<file path="src/rtl/mas_pkg.sv">
package mas_pkg;

    localparam int LANES      = 4;
    localparam int LANE_W     = 8;
    localparam int BUS_W      = LANES * LANE_W;
    localparam int IDX_W      = 2;

    typedef enum logic [1:0] {
        SZ_BYTE = 2'b00,
        SZ_HALF = 2'b01,
        SZ_WORD = 2'b10,
        SZ_RSVD = 2'b11
    } size_e;

    // one aligned piece of a request: byte offset from request address and size
    typedef struct packed {
        logic [1:0] off;
        size_e      size;
    } piece_t;

endpackage

</file>
<file path="src/rtl/mas_plan.sv">
module mas_plan
    import mas_pkg::*;
(
    input  logic [1:0]       size_i,
    input  logic [1:0]       lsb_i,
    input  logic [IDX_W-1:0] idx_i,
    output logic [IDX_W-1:0] count_o,
    output piece_t           piece_o
);

    always_comb begin
        count_o      = 2'd1;
        piece_o.off  = 2'd0;
        piece_o.size = SZ_BYTE;
        case (size_i)
            SZ_BYTE: begin
                count_o      = 2'd1;
                piece_o.size = SZ_BYTE;
            end
            SZ_HALF: begin
                if (lsb_i[0]) begin
                    // two bytes, ascending
                    count_o      = 2'd2;
                    piece_o.size = SZ_BYTE;
                    piece_o.off  = (idx_i == 2'd0) ? 2'd0 : 2'd1;
                end else begin
                    count_o      = 2'd1;
                    piece_o.size = SZ_HALF;
                end
            end
            default: begin
                // word and reserved code
                if (lsb_i == 2'b00) begin
                    count_o      = 2'd1;
                    piece_o.size = SZ_WORD;
                end else if (lsb_i == 2'b10) begin
                    count_o      = 2'd2;
                    piece_o.size = SZ_HALF;
                    piece_o.off  = (idx_i == 2'd0) ? 2'd0 : 2'd2;
                end else begin
                    count_o = 2'd3;
                    case (idx_i)
                        2'd0: begin
                            piece_o.off  = 2'd0;
                            piece_o.size = SZ_BYTE;
                        end
                        2'd1: begin
                            piece_o.off  = 2'd1;
                            piece_o.size = SZ_HALF;
                        end
                        default: begin
                            piece_o.off  = 2'd3;
                            piece_o.size = SZ_BYTE;
                        end
                    endcase
                end
            end
        endcase
    end

endmodule

</file>
<file path="src/rtl/mas_lanes.sv">
module mas_lanes
    import mas_pkg::*;
(
    input  logic [1:0]       req_lsb_i,
    input  logic [BUS_W-1:0] wdata_i,
    input  logic [1:0]       piece_lane_i,
    input  size_e            piece_size_i,
    input  logic [BUS_W-1:0] rdata_i,
    input  logic [BUS_W-1:0] acc_i,
    output logic [BUS_W-1:0] wdata_o,
    output logic [LANES-1:0] be_o,
    output logic [BUS_W-1:0] merged_o
);

    logic [LANES-1:0] base_be;

    always_comb begin
        case (piece_size_i)
            SZ_BYTE: base_be = 4'b0001;
            SZ_HALF: base_be = 4'b0011;
            default: base_be = 4'b1111;
        endcase
        be_o = base_be << piece_lane_i;
    end

    for (genvar g = 0; g < LANES; g++) begin : g_lane
        logic [1:0] src_byte;
        logic [1:0] src_lane;

        // store: lane g carries request byte (g - A) mod 4
        assign src_byte = 2'(g) - req_lsb_i;
        assign wdata_o[g*LANE_W +: LANE_W] = wdata_i[{src_byte, 3'b000} +: LANE_W];

        // load: result byte g comes from lane (A + g) mod 4
        assign src_lane = req_lsb_i + 2'(g);
        assign merged_o[g*LANE_W +: LANE_W] = be_o[src_lane]
                                            ? rdata_i[{src_lane, 3'b000} +: LANE_W]
                                            : acc_i[g*LANE_W +: LANE_W];
    end

endmodule

</file>
<file path="src/rtl/mas_split.sv">
module mas_split
    import mas_pkg::*;
#(
    parameter int ADDR_W = 32
) (
    input  logic              clk,
    input  logic              rst_n,
    input  logic              req_valid,
    output logic              req_ready,
    input  logic              req_write,
    input  logic [1:0]        req_size,
    input  logic [ADDR_W-1:0] req_addr,
    input  logic [31:0]       req_wdata,
    output logic              resp_done,
    output logic [31:0]       resp_rdata,
    output logic              bus_req,
    input  logic              bus_ack,
    output logic              bus_write,
    output logic [ADDR_W-1:0] bus_addr,
    output logic [1:0]        bus_size,
    output logic [3:0]        bus_be,
    output logic [31:0]       bus_wdata,
    input  logic [31:0]       bus_rdata
);

    typedef struct packed {
        logic              busy;
        logic              done;
        logic              write;
        logic [1:0]        size;
        logic [ADDR_W-1:0] addr;
        logic [BUS_W-1:0]  wdata;
        logic [IDX_W-1:0]  idx;
        logic [BUS_W-1:0]  acc;
    } state_t;

    state_t st_d, st_q;

    logic [IDX_W-1:0]  count;
    logic [IDX_W-1:0]  last_idx;
    piece_t            piece;
    logic [ADDR_W-1:0] piece_addr;
    logic [BUS_W-1:0]  steer_wdata;
    logic [LANES-1:0]  piece_be;
    logic [BUS_W-1:0]  merged;

    mas_plan u_plan (
        .size_i  (st_q.size),
        .lsb_i   (st_q.addr[1:0]),
        .idx_i   (st_q.idx),
        .count_o (count),
        .piece_o (piece)
    );

    assign piece_addr = st_q.addr + ADDR_W'(piece.off);
    assign last_idx   = count - 2'd1;

    mas_lanes u_lanes (
        .req_lsb_i    (st_q.addr[1:0]),
        .wdata_i      (st_q.wdata),
        .piece_lane_i (piece_addr[1:0]),
        .piece_size_i (piece.size),
        .rdata_i      (bus_rdata),
        .acc_i        (st_q.acc),
        .wdata_o      (steer_wdata),
        .be_o         (piece_be),
        .merged_o     (merged)
    );

    always_comb begin
        st_d      = st_q;
        st_d.done = 1'b0;
        if (!st_q.busy) begin
            if (req_valid) begin
                st_d.busy  = 1'b1;
                st_d.write = req_write;
                st_d.size  = req_size;
                st_d.addr  = req_addr;
                st_d.wdata = req_wdata;
                st_d.idx   = '0;
                st_d.acc   = '0;
            end
        end else if (bus_ack) begin
            if (!st_q.write) begin
                st_d.acc = merged;
            end
            if (st_q.idx == last_idx) begin
                st_d.busy = 1'b0;
                st_d.done = 1'b1;
            end else begin
                st_d.idx = st_q.idx + 2'd1;
            end
        end
    end

    always_ff @(posedge clk) begin
        if (!rst_n) begin
            st_q <= '0;
        end else begin
            st_q <= st_d;
        end
    end

    assign req_ready  = !st_q.busy;
    assign resp_done  = st_q.done;
    assign resp_rdata = st_q.acc;
    assign bus_req    = st_q.busy;
    assign bus_write  = st_q.write;
    assign bus_addr   = piece_addr;
    assign bus_size   = piece.size;
    assign bus_be     = piece_be;
    assign bus_wdata  = steer_wdata;

endmodule

</file>
<file path="config.mk">
export PLATFORM = sky130hd
export DESIGN_NAME = mas_split
export DESIGN_NICKNAME = d
export VERILOG_FILES = /design/src/rtl/mas_pkg.sv /design/src/rtl/mas_plan.sv /design/src/rtl/mas_lanes.sv /design/src/rtl/mas_split.sv
export SDC_FILE = /design/constraint.sdc
export NUM_CORES = 1
export LEC_CHECK = 0
export BUFFER_PORTS_ARGS = -buffer_cell sky130_fd_sc_hd__buf_2
export CORE_AREA = 4 4 169 171
export DETAILED_ROUTE_END_ITERATION = 12
export DIE_AREA = 0 0 173 175
export PLACE_DENSITY = 0.46
export REMOVE_ABC_BUFFERS = 1
export SLEW_MARGIN = 30
export SYNTH_ARGS = -nofsm -noshare
export SYNTH_HDL_FRONTEND = slang
export SYNTH_SLANG_ARGS = --single-unit
</file>
<file path="constraint.sdc">
create_clock -name clk -period 4.49 [get_ports clk]
set_clock_uncertainty 0.2 [all_clocks]
set_input_delay 0.449 -clock clk [delete_from_list [all_inputs] [get_ports clk]]
set_output_delay 0.449 -clock clk [all_outputs]
set_load 0.05 [all_outputs]
</file>
==> results.md, run 1 <==
- Status: completed
- Achievable Freq: 240.0 MHz
- Flop2flop setup slack: 880 ps
- Clk sinks: 103
- FF-to-FF End: resp_rdata[5]
- Crit path kind: register to output port
- Crit path time final: 4167 ps
- Synth Flop Type: dfxtp_1
- Crit-path max FO: 9
- GR Layer Usage met3: 2.942%
- CTS Buffer Depth: 2
- Vias per inst: 4.744
- Ports: 209
- Wirelength, routed: 20590 um
- Core area: 0.02688 mm2
- Post-route clock period utilization: 92.80%
- Vias in the first global route: 5654
- Worst reg2reg path depth: 13
- Mapped Area: 0.006663 mm2
- Hold-fix buffers, CTS: 0
- Port buffer count: 208
- Unique masters post-synth: 53
- Worst Setup End Kind: output port
- RSZ-0062 raised after global routing: false
- Critical path's top delay family: simple AND/OR/NAND/NOR gates
- Most crowded layer after global routing: met2
- Area delta synth->final: 21.20%
- Dominant cells by area after synthesis: dfxtp_1, mux4_2, nand2_1
- Hpwl dp: 14710 um
- Htree depth: 3
- Critical Path Source Type: register
- Arr. time, crit path: 3520 ps
- Slew @ Worst Pin: 820.9 ps
- Hold path start: req_addr[21]
- Mean post-synth cell area: 9.559 um2
- Initial Util: 24.79%
- Pwr Density: 311.0 mW/mm2
- M2 GR Usage: 23.43%
- Yosys top cell area share: 30.95%
- Die area: 0.03028 mm2
- 1st-pass router iterations: 4
- Vias: 5674
- Worst-path clk slew: 80 ps
- Synth Register Bits: 103
- WHS Endpoint: st_q[87]
- Die H: 175 um
- Multi-input logic area: 0.004064 mm2
- Grt total ovfl: 0
- Levels on crit path: 14
- Synth Warn #: 0
- Hold slack final: 132.6 ps
- Register area share after synthesis: 30.95%
- Required time of the worst setup path: 3840 ps
- CTS tree: done
- Share of cells above drive strength 1: 37.56%
- GR Util All Layers: 13.29%
- Cells after synthesis: 697
- TritonCTS Buffers: 9
- Most used cell, CP: inv_1
- Post-route DRC: 0
- First-pass GRT wire length: 32210 um
- Pleak: 3.314 nW
- Number of synthesized flops with an enable pin: 0
- Hold path cells: 3
- Buf/Inv on CP: 3
- Pin count of the biggest net entering global routing: 67
- Final net count: 959
- Largest stage delay on the critical path: 410 ps
- DIE WIDTH: 173 um
- MaxCap Viol Count: 0
- RePlAce Congestion: 0.7414
- Filler cell count in the final layout: 2888
- Endpoints failing hold: 0
- Top cell type by total area after synthesis: dfxtp_1
- Critical path cell sequence: inv_1, ha_2, nor2b_1, a21oi_1, nor2_1, ha_1, inv_1, fa_1, nand3b_1, nor4_4, and3_1, nand4_1, xnor2_1, buf_2
- Slew margin rel.: 45.28%
- Initial DRC count: 313
- Antenna violations before repair: 5
- Min-delay worst type: input port to register
- FF/Latch Area: 0.002067 mm2
- Total power: 2.511 mW
- DRT antenna net count: 0
- Row cnt: 60
- Asr flop ratio synth: 0%
- Crit-path slowest cell: fa_1
- Wire length per cell: 17.22 um
- Final Slew Violations: 0
- Clock insertion delay at the later pin of the skew report: 350 ps
- VDD IR max: 0.0001993 V
- Clock root buffer master: clkbuf_16
- RR Startpoint: st_q[67]
- Final setup violation count: 0
- Met1 global-route usage: 16.56%
[metal layers]
| layer | up-vias | wire (um) |
|---|---|---|
| li1 | 2745 | - |
| met1 | 2765 | 9033 |
| met2 | 143 | 10300 |
| met3 | 15 | 959 |
| met4 | 6 | 261 |
| met5 | - | 34 |
[worst max-delay path by stage]
stage,start,to
after global routing,st_q[67],bus_addr[28]
final,st_q[67],bus_addr[26]
after CTS,st_q[67],bus_addr[26]
after detailed placement,st_q[67],bus_addr[26]
after floorplan,st_q[66],bus_addr[26]
after global placement,st_q[67],bus_addr[26]
[worst reg2reg max path, delay by kind of cell, from the launching register on]
| family | cells | cell delay, ps |
|---|---|---|
| adders and majority gates | 3 | 1160 |
| AOI/OAI and AO/OA | 4 | 980 |
| buffers and inverters | 3 | 360 |
| DFF | 1 | 350 |
| and+or+nand+nor | 2 | 250 |
| muxes | 1 | 240 |
[where the power goes]
group	switching [mW]	internal (mW)	leakage, nW
clock	0.409	0.391	0.141
sequential	0.0520	0.959	0.843
combinational	0.455	0.246	2.33
[cell usage after synthesis, types with 7 or more instances]
library cell	n
clkbuf_1	24
o2bb2ai_1	16
mux4_2	64
dfxtp_1	103
nand3_1	15
ha_1	8
nand4_1	7
xnor2_1	24
mux2i_1	16
a21boi_0	67
inv_1	26
buf_4	34
nand2_1	185
nor2_1	12
xor2_1	7
buf_2	17
a21oi_1	8
[state kept, by name (all words and copies together) (netlist names)]
name        flops
bus_write       1
resp_done       1
st_q           68
resp_rdata     32
bus_req         1
[area by class of cell]
cell class	instances	area share [%]
Timing Repair Buffer	219	13.94
Sequential cell	103	25.60
Inverter	26	1.209
Multi-Input combinational cell	488	50.33
Clock inverter	7	0.7592
Antenna cell	3	0.09297
Clock buffer	9	2.789
Tap cell	341	5.284
[cell usage in the layout, fill, tap and decap left out, types with 15 or more instances in the layout]
master / count
buf_2: 207
inv_1: 26
xnor2_1: 24
mux2i_1: 16
a21boi_0: 67
nand2_1: 184
dfxtp_1: 101
mux4_2: 64
o2bb2ai_1: 16
nand3_1: 15
[through the flow]
stage / util [%] / setup TNS, ps / setup slack (ps) / area [um2] / cells
finish: 30.05 / 0 / 323.3 / 8075 / 1196
floorplan: - / -120730 / -2257 / 6206 / 617
global route: 30.04 / 0 / 7.641 / 8073 / 1195
global placement: 28.87 / 0 / 477.5 / 7759 / 1175
CTS: 29.94 / 0 / 49.52 / 8048 / 1191
detailed placement: 28.88 / 0 / 460.4 / 7761 / 1175
[repair_timing]
item / in CTS / in global routing
resized for setup: 0 / 0
setup buffers: 0 / 2
setup endpoints to repair: 0 / 6
[cells by family (layout without fill, tap and decap cells)]
kind of cell / Yosys count / in the layout / synth area share [%]
buffers and inverters: 106 / 261 / 8.319
other: 0 / 3 / 0
adders and majority gates: 9 / 9 / 1.803
DFF: 103 / 103 / 30.95
AOI/OAI and AO/OA: 114 / 114 / 13.54
muxes: 80 / 80 / 24.04
xor gates and xnor gates: 31 / 31 / 4.075
and+or+nand+nor: 254 / 254 / 17.28
Note: power is estimated with default switching activity, not from simulation.
==> inputs of run 2 (changes only) <==
--- a/config.mk
+++ b/config.mk
@@ -6,12 +6,13 @@
 export NUM_CORES = 1
 export LEC_CHECK = 0
 export BUFFER_PORTS_ARGS = -buffer_cell sky130_fd_sc_hd__buf_2
-export CORE_AREA = 4 4 169 171
+export CORE_AREA = 4 4 175 177
 export DETAILED_ROUTE_END_ITERATION = 12
-export DIE_AREA = 0 0 173 175
+export DIE_AREA = 0 0 179 181
 export PLACE_DENSITY = 0.46
 export REMOVE_ABC_BUFFERS = 1
 export SLEW_MARGIN = 30
 export SYNTH_ARGS = -nofsm -noshare
 export SYNTH_HDL_FRONTEND = slang
+export SYNTH_HIERARCHICAL = 1
 export SYNTH_SLANG_ARGS = --single-unit
==> results.md, run 2 <==
- Status: completed
- Required time of the worst setup path: 3840 ps
- Largest stage delay on the critical path: 780 ps
- Area delta synth->final: 19.71%
- Die H: 181 um
- Final Slew Violations: 0
- Cells after synthesis: 755
- TritonCTS Buffers: 9
- Critical Path Source Type: register
- Hold-fix buffers, CTS: 0
- Min-delay worst type: input port to register
- Htree depth: 3
- Setup WS pre-CTS: 751.6 ps
- Placed standard-cell area: 0.008298 mm2
- Worst-path clk slew: 90 ps
- Mean post-synth cell area: 9.519 um2
- MaxCap Viol Count: 0
- Final net count: 1002
- Clk sinks: 103
- Clock root buffer master: clkbuf_16
- Post-CTS resize count: 0
- Seq pwr share: 39.0%
- Arr. time, crit path: 3380 ps
- Unique masters post-synth: 62
- Critical path cell sequence: o21ai_0, a21oi_1, inv_1, fa_1, or4b_2, nor4_1, xor2_1, buf_2
- Number of synthesized flops with an enable pin: 0
- Clock insertion delay at the later pin of the skew report: 350 ps
- Pwr Density: 302.5 mW/mm2
- Synth Register Bits: 103
- Slew @ Worst Pin: 828.2 ps
- CTS Buffer Depth: 2
- Share of cells above drive strength 1: 38.96%
- Synth Warn #: 6
- Switching pwr: 0.9192 mW
- N_diodes: 0
- VDD IR max: 0.0001956 V
- RSZ-0062 raised after global routing: false
- Grt total ovfl: 0
- Initial Util: 24.58%
- CTS tree: done
- Hpwl dp: 15590 um
- Critical path's top delay family: simple AND/OR/NAND/NOR gates
- Buf/Inv on CP: 2
- DIE WIDTH: 179 um
- Top cell type by total area after synthesis: dfxtp_1
- Antenna violations before repair: 2
- GR Util All Layers: 13.15%
- 1st-pass router iterations: 4
- Synth top cells by count: nand2_1, a21boi_0, dfxtp_1
- Reg with most FFs: st_q
- Vias per inst: 4.727
- Crit path kind: register to output port
- Post-route clock period utilization: 89.77%
- Achievable Freq: 248.1 MHz
- Port buffer count: 208
- Ports: 209
- Crit path time final: 4031 ps
- Most frequent cells in the layout: buf_2, nand2_1, a21boi_0
- Max reg flops: 68
- Final setup violation count: 0
- Asr flop ratio synth: 0%
- Vias in the first global route: 5973
- Wire length per cell: 16.83 um
- Final WS setup: 459.3 ps
- Power Internal: 1.683 mW
- Crit-path slowest cell: or4b_2
- Wirelength, routed: 21730 um
- Pin count of the biggest net entering global routing: 67
- Register area share after synthesis: 28.69%
- Endpoints failing hold: 0
- Combinational share of power: 28.1%
- Pleak: 3.456 nW
- Post-route DRC: 0
- Final Cell Area: 0.008603 mm2
- Switch share: 35.32%
- Slew margin rel.: 44.79%
- Vias: 6102
- Yosys top cell area share: 28.69%
- Filler cell count in the final layout: 3151
- Dominant cells by area after synthesis: dfxtp_1, mux4_2, a21boi_0
- Row cnt: 63
- DRT antenna net count: 0
- Synth Flop Type: dfxtp_1
- Mapped Area: 0.007187 mm2
- Post-CTS Setup Inserts: 0
- Core area: 0.02924 mm2
- Count leader, synth: nand2_1
- Commonest non-fill, non-tap cell in the layout: buf_2
- Initial DRC count: 326
- Die area: 0.03240 mm2
- Crit-path max FO: 30
- Clock network power share: 32.9%
- First-pass GRT wire length: 33890 um
- RePlAce Congestion: 0.7426
- Worst Setup End Kind: output port
-- run 2: area by class of cell --
| cell class | instances | area [um2] | area share, % |
|---|---|---|---|
| multi-input combinational | 554 | 4576 | 53.19 |
| sequential | 103 | 2069 | 24.05 |
| timing repair buffer | 220 | 1135 | 13.19 |
| tap | 390 | 488.0 | 5.672 |
| clock buffer | 10 | 229.0 | 2.661 |
| clock inverter | 6 | 76.32 | 0.8871 |
| inverter | 8 | 30.03 | 0.3490 |
-- run 2: metrics by stage --
stage	std cells	TNS [ps]	total power, mW	hold WS [ps]	util [%]
floorplan	665	-88830	1.560	255.3	-
global placement	1275	0	1.780	273.6	28.36
detailed placement	1275	0	1.782	284.0	28.37
CTS	1291	0	2.663	115.5	29.42
global route	1291	0	2.746	114.0	29.42
finish	1291	0	2.602	132.1	29.42
-- run 2: kinds of logic (layout without fill, tap and decap cells) --
logic type                 count (synthesis)  in the layout  share of synthesized area [%]
DFF                                      103            103                          28.69
and+or+nand+nor                          295            295                          19.73
buffers and inverters                     98            244                          7.886
AOI/OAI and AO/OA                        127            127                          13.11
adders and majority gates                  4              4                         0.7660
muxes                                     97             97                          26.04
xor gates and xnor gates                  31             31                          3.778
-- run 2: metal layers --
layer / vias up / track usage [%] / share of wire (%)
met5: - / 0 / 0.092
met3: 8 / 2.992 / 5.4
met4: 2 / 2.119 / 0.67
met2: 135 / 22.06 / 49
met1: 2999 / 17.59 / 45
li1: 2958 / - / -
-- run 2: power groups by stage --
stage | Sequential (mW) | Clock, mW | Combinational (mW)
5_1_grt | 1.02 | 0.932 | 0.789
4_1_cts | 1.01 | 0.900 | 0.748
3_5_place_dp | 1.04 | 0 | 0.745
3_3_place_gp | 1.04 | 0 | 0.745
6_report | 1.01 | 0.856 | 0.732
2_1_floorplan | 1.07 | 0 | 0.490
-- run 2: worst min-delay path, stage by stage --
cell	delay [ps]
buf_2	90
nand2_1	40
a21boi_0	60
-- run 2: worst paths after layout --
path | from | to | slack, ps | depth (start not counted)
setup / recovery | st_q[67] | bus_addr[28] | 460 | 8
hold / removal | req_addr[17] | st_q[83] | 130 | 3
setup reg to reg | st_q[67] | resp_rdata[25] | 780 | 11
hold reg to reg | st_q[97] | st_q[97] | 290 | 2
